File: config.mk
export PLATFORM = sky130hd
export DESIGN_NAME = burst_addr_seq
export DESIGN_NICKNAME = d
export VERILOG_FILES = /design/src/rtl/burst_seq_pkg.sv /design/src/rtl/bseq_addr_map.sv /design/src/rtl/bseq_wait_gen.sv /design/src/rtl/bseq_edge_stage.sv /design/src/rtl/burst_addr_seq.sv
export SDC_FILE = /design/constraint.sdc
export NUM_CORES = 1
export LEC_CHECK = 0
export BUFFER_PORTS_ARGS = -buffer_cell sky130_fd_sc_hd__buf_2
export CORE_ASPECT_RATIO = 1.2
export CORE_UTILIZATION = 40
export DETAILED_ROUTE_END_ITERATION = 12
export GPL_ROUTABILITY_DRIVEN = 0
export SLEW_MARGIN = 5
export SYNTH_ARGS = -nofsm -noshare
export SYNTH_HDL_FRONTEND = slang
export SYNTH_SLANG_ARGS = --single-unit
File: constraint.sdc
create_clock -name clk -period 2.8 [get_ports clk]
set_input_delay 0.42 -clock clk [delete_from_list [all_inputs] [get_ports clk]]
set_output_delay 0.42 -clock clk [all_outputs]
set_load 0.05 [all_outputs]
File: src/rtl/burst_seq_pkg.sv
`timescale 1ns/1ps
package burst_seq_pkg;

    localparam int ROW_WORDS = 16;
    localparam int ROW_BITS  = $clog2(ROW_WORDS);

    localparam int CFG_W      = 16;
    localparam int CFG_ASYNC  = 15;
    localparam int CFG_LAT_HI = 13;
    localparam int CFG_LAT_LO = 11;
    localparam int CFG_POL    = 10;
    localparam int CFG_EARLY  = 8;
    localparam int CFG_ORDER  = 7;
    localparam int CFG_EDGE   = 6;
    localparam int LAT_W      = CFG_LAT_HI - CFG_LAT_LO + 1;
    localparam logic [LAT_W-1:0] MIN_LAT = LAT_W'(2);

    typedef enum logic [1:0] {
        SEQ_IDLE,
        SEQ_LATENCY,
        SEQ_STREAM,
        SEQ_BOUNDARY
    } seq_state_e;

    typedef enum logic [1:0] {
        BL_4,
        BL_8,
        BL_16,
        BL_CONT
    } burst_len_e;

    typedef struct packed {
        logic             seq_order;
        burst_len_e       blen;
        logic [LAT_W-1:0] lat;
        logic             wait_hi;
        logic             wait_early;
        logic             rise_edge;
    } burst_cfg_t;

    localparam burst_cfg_t CFG_RESET = '{
        seq_order:  1'b1,
        blen:       BL_CONT,
        lat:        MIN_LAT,
        wait_hi:    1'b1,
        wait_early: 1'b0,
        rise_edge:  1'b1
    };

    function automatic burst_cfg_t decode_cfg(input logic [CFG_W-1:0] w);
        burst_cfg_t c;
        c.seq_order  = w[CFG_ORDER];
        c.wait_hi    = w[CFG_POL];
        c.wait_early = w[CFG_EARLY];
        c.rise_edge  = w[CFG_EDGE];
        c.lat        = (w[CFG_LAT_HI:CFG_LAT_LO] < MIN_LAT) ? MIN_LAT
                                                            : w[CFG_LAT_HI:CFG_LAT_LO];
        case (w[2:0])
            3'd1:    c.blen = BL_4;
            3'd2:    c.blen = BL_8;
            3'd3:    c.blen = BL_16;
            default: c.blen = BL_CONT;
        endcase
        return c;
    endfunction

    function automatic logic [ROW_BITS-1:0] row_mask(input burst_len_e b);
        case (b)
            BL_4:    return ROW_BITS'(3);
            BL_8:    return ROW_BITS'(7);
            default: return ROW_BITS'(ROW_WORDS - 1);
        endcase
    endfunction

endpackage

File: src/rtl/bseq_addr_map.sv
`timescale 1ns/1ps
module bseq_addr_map
    import burst_seq_pkg::*;
#(
    parameter int AW = 22
) (
    input  logic [AW-1:0] base,
    input  logic [AW-1:0] idx,
    input  burst_cfg_t    cfg,
    output logic [AW-1:0] addr
);

    logic [ROW_BITS-1:0] mask;
    logic [ROW_BITS-1:0] seq_off;
    logic [ROW_BITS-1:0] xor_off;
    logic [ROW_BITS-1:0] off;
    logic [ROW_BITS-1:0] low;
    logic [AW-1:0]       linear;

    always_comb begin
        mask    = row_mask(cfg.blen);
        seq_off = base[ROW_BITS-1:0] + idx[ROW_BITS-1:0];
        xor_off = base[ROW_BITS-1:0] ^ idx[ROW_BITS-1:0];
        off     = cfg.seq_order ? seq_off : xor_off;
        low     = (base[ROW_BITS-1:0] & ~mask) | (off & mask);
        linear  = base + idx;
        if (cfg.blen == BL_CONT) begin
            addr = linear;
        end else begin
            addr = {base[AW-1:ROW_BITS], low};
        end
    end

endmodule

File: src/rtl/bseq_wait_gen.sv
`timescale 1ns/1ps
module bseq_wait_gen (
    input  logic active,
    input  logic in_latency,
    input  logic lat_last,
    input  logic in_stream,
    input  logic boundary_next,
    input  logic suspend,
    input  logic data_ok,
    input  logic early,
    input  logic wait_hi,
    output logic wait_act,
    output logic wait_lvl
);

    logic now_term;
    logic ahead_term;

    always_comb begin
        now_term   = active && !data_ok;
        ahead_term = active && (suspend
                              || (in_latency && !lat_last)
                              || (in_stream && boundary_next));
        wait_act   = early ? ahead_term : now_term;
        wait_lvl   = wait_hi ? wait_act : !wait_act;
    end

endmodule

File: src/rtl/bseq_edge_stage.sv
`timescale 1ns/1ps
module bseq_edge_stage #(
    parameter int AW = 22
) (
    input  logic          clk,
    input  logic          rst_n,
    input  logic          rise_sel,
    input  logic [AW-1:0] addr_in,
    input  logic          dv_in,
    input  logic          wait_in,
    output logic [AW-1:0] addr_out,
    output logic          dv_out,
    output logic          wait_out
);

    logic [AW-1:0] addr_f;
    logic          dv_f;
    logic          wait_f;

    always_ff @(negedge clk or negedge rst_n) begin
        if (!rst_n) begin
            addr_f <= '0;
            dv_f   <= 1'b0;
            wait_f <= 1'b0;
        end else begin
            addr_f <= addr_in;
            dv_f   <= dv_in;
            wait_f <= wait_in;
        end
    end

    always_comb begin
        if (rise_sel) begin
            addr_out = addr_in;
            dv_out   = dv_in;
            wait_out = wait_in;
        end else begin
            addr_out = addr_f;
            dv_out   = dv_f;
            wait_out = wait_f;
        end
    end

endmodule

File: src/rtl/burst_addr_seq.sv
`timescale 1ns/1ps
module burst_addr_seq
    import burst_seq_pkg::*;
#(
    parameter int AW = 22
) (
    input  logic          clk,
    input  logic          rst_n,
    input  logic          adv_valid,
    input  logic [AW-1:0] start_addr,
    input  logic [15:0]   cfg_word,
    input  logic          burst_suspend,
    output logic [AW-1:0] rd_addr,
    output logic          data_valid,
    output logic          wait_pin
);

    seq_state_e       state_q;
    seq_state_e       state_d;
    burst_cfg_t       cfg_q;
    burst_cfg_t       cfg_new;
    logic [AW-1:0]    base_q;
    logic [AW-1:0]    idx_q;
    logic [LAT_W-1:0] lat_q;

    logic [AW-1:0]    core_addr;
    logic             core_dv;
    logic             wait_act;
    logic             wait_lvl;
    logic             sync_launch;
    logic             async_hit;
    logic             wrap_mode;
    logic             wrap_last;
    logic             boundary_next;
    logic             lat_last;
    logic             early_sel;

    assign cfg_new     = decode_cfg(cfg_word);
    assign sync_launch = adv_valid && !cfg_word[CFG_ASYNC];
    assign async_hit   = adv_valid && cfg_word[CFG_ASYNC];
    assign wrap_mode   = (cfg_q.blen != BL_CONT);
    assign wrap_last   = (idx_q[ROW_BITS-1:0] == row_mask(cfg_q.blen));
    assign lat_last    = (lat_q == '0);
    assign early_sel   = cfg_q.wait_early;

    bseq_addr_map #(.AW(AW)) u_map (
        .base (base_q),
        .idx  (idx_q),
        .cfg  (cfg_q),
        .addr (core_addr)
    );

    assign boundary_next = !wrap_mode && (&core_addr[ROW_BITS-1:0]);

    // state register
    always_ff @(posedge clk or negedge rst_n) begin
        if (!rst_n) begin
            state_q <= SEQ_IDLE;
        end else begin
            state_q <= state_d;
        end
    end

    // next state
    always_comb begin
        state_d = state_q;
        if (sync_launch) begin
            state_d = SEQ_LATENCY;
        end else if (async_hit) begin
            state_d = SEQ_IDLE;
        end else if (!burst_suspend) begin
            unique case (state_q)
                SEQ_IDLE: begin
                    state_d = SEQ_IDLE;
                end
                SEQ_LATENCY: begin
                    if (lat_last) state_d = SEQ_STREAM;
                end
                SEQ_STREAM: begin
                    if (wrap_mode && wrap_last) begin
                        state_d = SEQ_IDLE;
                    end else if (boundary_next) begin
                        state_d = SEQ_BOUNDARY;
                    end
                end
                SEQ_BOUNDARY: begin
                    state_d = SEQ_STREAM;
                end
            endcase
        end
    end

    // burst context: start, word index, latency count, captured fields
    always_ff @(posedge clk or negedge rst_n) begin
        if (!rst_n) begin
            base_q <= '0;
            idx_q  <= '0;
            lat_q  <= '0;
            cfg_q  <= CFG_RESET;
        end else if (sync_launch) begin
            base_q <= start_addr;
            idx_q  <= '0;
            lat_q  <= cfg_new.lat - LAT_W'(1);
            cfg_q  <= cfg_new;
        end else if (!async_hit && !burst_suspend) begin
            if (state_q == SEQ_LATENCY && !lat_last) begin
                lat_q <= lat_q - LAT_W'(1);
            end
            if (state_q == SEQ_STREAM && !(wrap_mode && wrap_last)) begin
                idx_q <= idx_q + AW'(1);
            end
        end
    end

    // outputs
    always_comb begin
        core_dv = 1'b0;
        unique case (state_q)
            SEQ_IDLE:     core_dv = 1'b0;
            SEQ_LATENCY:  core_dv = 1'b0;
            SEQ_STREAM:   core_dv = !burst_suspend;
            SEQ_BOUNDARY: core_dv = 1'b0;
        endcase
    end

    bseq_wait_gen u_wait (
        .active        (state_q != SEQ_IDLE),
        .in_latency    (state_q == SEQ_LATENCY),
        .lat_last      (lat_last),
        .in_stream     (state_q == SEQ_STREAM),
        .boundary_next (boundary_next),
        .suspend       (burst_suspend),
        .data_ok       (core_dv),
        .early         (cfg_q.wait_early),
        .wait_hi       (cfg_q.wait_hi),
        .wait_act      (wait_act),
        .wait_lvl      (wait_lvl)
    );

    bseq_edge_stage #(.AW(AW)) u_edge (
        .clk      (clk),
        .rst_n    (rst_n),
        .rise_sel (cfg_q.rise_edge),
        .addr_in  (core_addr),
        .dv_in    (core_dv),
        .wait_in  (wait_lvl),
        .addr_out (rd_addr),
        .dv_out   (data_valid),
        .wait_out (wait_pin)
    );

endmodule

# Yosys cells after proc, flatten, opt, wreduce, memory -nomap -nowiden
# Cells that the tools add are included.
[totals] reg_bits=79 inputBits=42 out_inout_bits=24 elab_cells=92
[op_classes] addsub=5 n_lt_le_gt_ge=1 eq_ne=13 mux=24 bitwise_logic=5 reduce_logical=32
[ops] op="22-bit two-way mux" count=5
[ops] op="22-bit by 1-bit adder with 22-bit output, second input constant" count=1
[ops] op="22-bit adder" count=1
[ops] op="2-bit two-way mux" count=6
[ops] op="3-bit two-way mux" count=4
[ops] op="1-bit logical AND" count=10
[ops] op="4-bit AND" count=2
[ops] op="1-bit zero test" count=8
[ops] op="2-bit case mux with 4 select lines" count=1
[ops] op="4-bit case mux with 2 select lines" count=1
[ops] op="2-bit nonzero test" count=4
[ops] op="2-bit equality test, second input constant" count=3
[ops] op="3-bit by 2-bit equality test with 1-bit output, second input constant" count=2
[ops] op="2-bit case mux with 3 select lines" count=1
[ops] op="3-bit by 1-bit subtractor with 3-bit output, second input constant" count=2
[ops] op="5-bit != test, second input constant" count=1
[ops] op="4-bit adder" count=1
[ops] op="2-bit by 1-bit equality test with 1-bit output, second input constant" count=2
[ops] op="4-bit equality test" count=1
[ops] op="2-bit zero test" count=2
[ops] op="1-bit two-way mux" count=4
[ops] op="4-bit two-way mux" count=1
[ops] op="4-bit != test, second input constant" count=1
[ops] op="4-bit NOT" count=1
[ops] op="other kinds (13)" count=15

# Depth between registers and ports, before layout
[depth] depth_word=15 ltp_mapped=10 ltp_nobuf=10

# Hierarchy
# A second synthesis with hierarchy kept.
[hier_totals] hier_cells=562 hier_area_um2=5159.9
[by_module_without_submodules] module="burst_addr_seq" instances=1 cells_per_inst=298 area_each_um2=2778.9 seq_area_each_um2=1458.9
[by_module_without_submodules] module="bseq_addr_map" instances=1 cells_per_inst=203 area_each_um2=1318.8 seq_area_each_um2=0.0
[by_module_without_submodules] module="bseq_edge_stage" instances=1 cells_per_inst=51 area_each_um2=997.2 seq_area_each_um2=600.6
[by_module_without_submodules] module="bseq_wait_gen" instances=1 cells_per_inst=10 area_each_um2=65.1 seq_area_each_um2=0.0

==> summary.txt <==
Timing
  – # setup viols final: 45
  – Hold Slack: 0.0706 ns
  – PnR worst setup slack: -1.13 ns
  – Setup TNS: -28.53 ns
  – Slew HR: 65.2%
  – RSZ-0062 raised after global routing: yes
  – Worst slew pin tran: 0.520 ns
  – Final Max Slew Viols: 0
  – Final-report hold violation count: 0
  – Clock skew: ~0.009 ns

Synth
  – Simple-gate share of the synthesized area: 22.0%
  – Top FF cell, synth: dfrtp_1
  – Post-Syn Nets: 635
  – Sequential share of the synthesized area: 40.1%
  – Synthesis warning total: 0
  – Mapped Cells: 569
  – Post-synth top area cell: dfrtp_1
  – Mean area per synthesized cell: 8.69 µm²
  – EDFF count, synth: 0
  – Largest family of logic cells by synthesized area: simple AND/OR/NAND/NOR gates
  – Post-Synth Adder-Cell Area: under 10%
  – Post-synthesis xor/xnor area fraction: 6.73%
  – Mapped Area: between 4000 and 5000 µm²
  – Multiplexer area fraction after synthesis: 5.54%
  – Post-synth top area share: 25.3%
  – Compound-Gate Fraction of Synth Area: 15.6%
  – Fraction of registers with async set/reset: 100%
  – Synth top area cells: dfrtp_1, dfrtn_1, nand2_1
  – Distinct cells, synth: a little over 60
  – Flops & latches, synth: 79

Layout
  – Storage cell area: 1980 µm²
  – Ratio of cells with drive above 1 in the final layout: between 40% and 50%
  – Finished Cell Area: 7380 µm²
  – Layout area overhead: 49.3%
  – # nets final: 849
  – Most frequent cells in the layout: buf_4, nand2_1, dfrtp_1, nor2_1, buf_2
  – Filler cell count: slightly above 1000
  – Multi-input logic area: about 3100 µm²
  – Layout Cells excl Fill: 949
  – Commonest non-fill, non-tap cell in the layout: buf_4
  – Antenna diodes: 0

Floorplanning
  – Die area: 12800 µm²
  – FP Rows: 44
  – Die Wd: 103 µm
  – Starting Density: between 40% and 50%
  – IO Count: 66
  – Core area: 12100 µm²
  – Vert. Die Dim: 124 µm

Global routing
  – Vias in the first global route: 4805
  – Tot GR Track Use: between 20% and 30%
  – Met1 usage: between 20% and 30%
  – Antenna violations before repair: 0
  – Grt peak-use layer: met2
  – First-pass GRT wire length: ~22000 µm
  – GR met2 Demand/Resource: 39.5%
  – Global Route met3 Usage: 4.83%
  – Largest net degree at the start of global routing: between 60 and 70
  – Gr ovfl total: 0

Worst setup path
  – Critical Path Source: idx_q[0]
  – Critical path arrival: 2.72 ns
  – Worst Setup EP: u_edge.addr_f[20]
  – Critical path fanouts, max: 3
  – Worst reg2reg setup slack: -1.13 ns
  – R2R cell count: 11
  – Setup CP Type: register to register
  – Slowest-stage cell, CP: dfrtp_1
  – Required time worst endpoint: between 1.5 and 2 ns
  – Setup crit end kind: register
  – Worst setup SP type: register
  – Worst R2R Start: idx_q[0]
  – CP peak stage delay: 0.35 ns
  – CP Cell Sequence: ha_2 > inv_2 > fa_2 > nand2b_4 > a2111oi_4 > o211ai_1 > a211oi_2 > buf_4 > a221oi_2 > xor2_1 > o21ai_1
  – RR Endpoint: u_edge.addr_f[20]

Clock network
  – # clock sinks: 79
  – CTS tree: done
  – Post-CTS Hold Buffers: 0
  – Reg clk slew, reported paths: 0.06 ns
  – Clk Latency, worst-skew pair: 0.36 ns
  – CTS buffer count: 9
  – CTS root buf: clkbuf_16
  – H-tree depth: 3
  – Clock buffer depth: 2

Hold path
  – Class of the worst hold path: input port to async pin

Drt
  – DRC Markers: 0
  – Initial drt markers: 148
  – DRT Wirelength: between 10000 and 15000 µm
  – Drt wl/cell: 14.5 µm
  – Final antenna-violating net count: 0
  – First-pass DRT Iterations: 7
  – DR vias: 4840
  – Vias per cell: 5.10

Place
  – Placed cells: 915
  – HPWL Detailed: 9680 µm
  – I/O Buffers: 60
  – Placed instance area: 6590 µm²

Outcome
  – Outcome: finished with violations
  – Failing checks: setup timing

Power
  – Pwr Density: 554 nW/µm²
  – Pleak: between 0.003 and 0.004 µW
  – Maximum vdd drop: around 400 µV
  – Pwr Total: 4090 µW

Flow run
  – Max-Cap Viols: 0
## cell families after synthesis
| group | Yosys count |
|---|---|
| and+or+nand+nor | 246 |
| AOI/OAI and AO/OA | 117 |
| DFF | 79 |
| buffers and inverters | 40 |
| xor gates and xnor gates | 38 |
| muxes | 25 |
| adders and majority gates | 24 |
## power by group
group | switching [µW] | internal [µW]
Clock | 489 | 604
Combinational | 877 | 730
Sequential | 87.9 | 1300
## critical path, delay by kind of cell, from the launching register on
family	cells	cell delay [ns]
compound gates	5	0.92
xor+xnor	1	0.17
fa+ha+maj	2	0.54
buf+inv	2	0.21
flops	1	0.35
simple gates	1	0.17
## what timing repair did
action | 4_1_cts | 5_1_grt
resized for setup | 69 | 31
pin swaps | 11 | 12
buffers inserted | 8 | 12
endpoints found under the setup margin | 46 | 46
## area by class of cell
class | count | share of cell area (%)
clock buffers | 12 | 3.20
clock inverters | 4 | 0.424
inverters | 17 | 0.864
multi-input cells | 450 | 42.2
flip-flops and latches | 79 | 26.9
well taps | 161 | 2.73
repair buffers | 226 | 23.7
## registers in the layout (all words and copies together), names as in the netlist
name,cells
base_q,22
cfg_q,5
early_sel,1
idx_q,22
lat_q,3
state_q,2
u_edge.addr_f,22
u_edge.dv_f,1
u_edge.wait_f,1
## how the worst min path moves through the flow
stage,from,end,cells after the start
after CTS,rst_n,idx_q[13],2
final,rst_n,base_q[7],2
after detailed placement,rst_n,base_q[7],2
after floorplan,rst_n,base_q[0],0
after global routing,rst_n,base_q[10],2
after global placement,rst_n,base_q[8],2
## through the flow
stage | worst slack [ns] | utilization, %
3_5_place_dp | -1.11 | 54.7
3_3_place_gp | -0.987 | 54.7
6_report | -1.13 | 61.2
2_1_floorplan | -0.889 | -
4_1_cts | -1.12 | 59.6
5_1_grt | -1.28 | 61.2
## cells in the mapped netlist (5+ instances only)
cell type and count:
clkbuf_1 16, a31oi_1 8, o21ai_0 39, mux2i_1 6
nand2_1 130, a21o_1 7, dfrtn_1 24, nand3_1 13
ha_1 23, dfrtp_1 50, nand2b_1 5, nor2_1 49
mux2_2 19, nor3_1 8, nand4_1 6, xor2_1 18
inv_1 16, dfstp_2 5, nor2b_1 8, a21oi_1 25
and3_1 8, a211oi_1 5, xnor2_1 20
## routing by layer
layer	vias to the layer above	share of wire, %
li1	2389	-
met1	2344	43
met2	83	51
met3	24	3.1
met4	0	2.1
met5	-	0
Note: power is estimated with default switching activity, not from simulation.
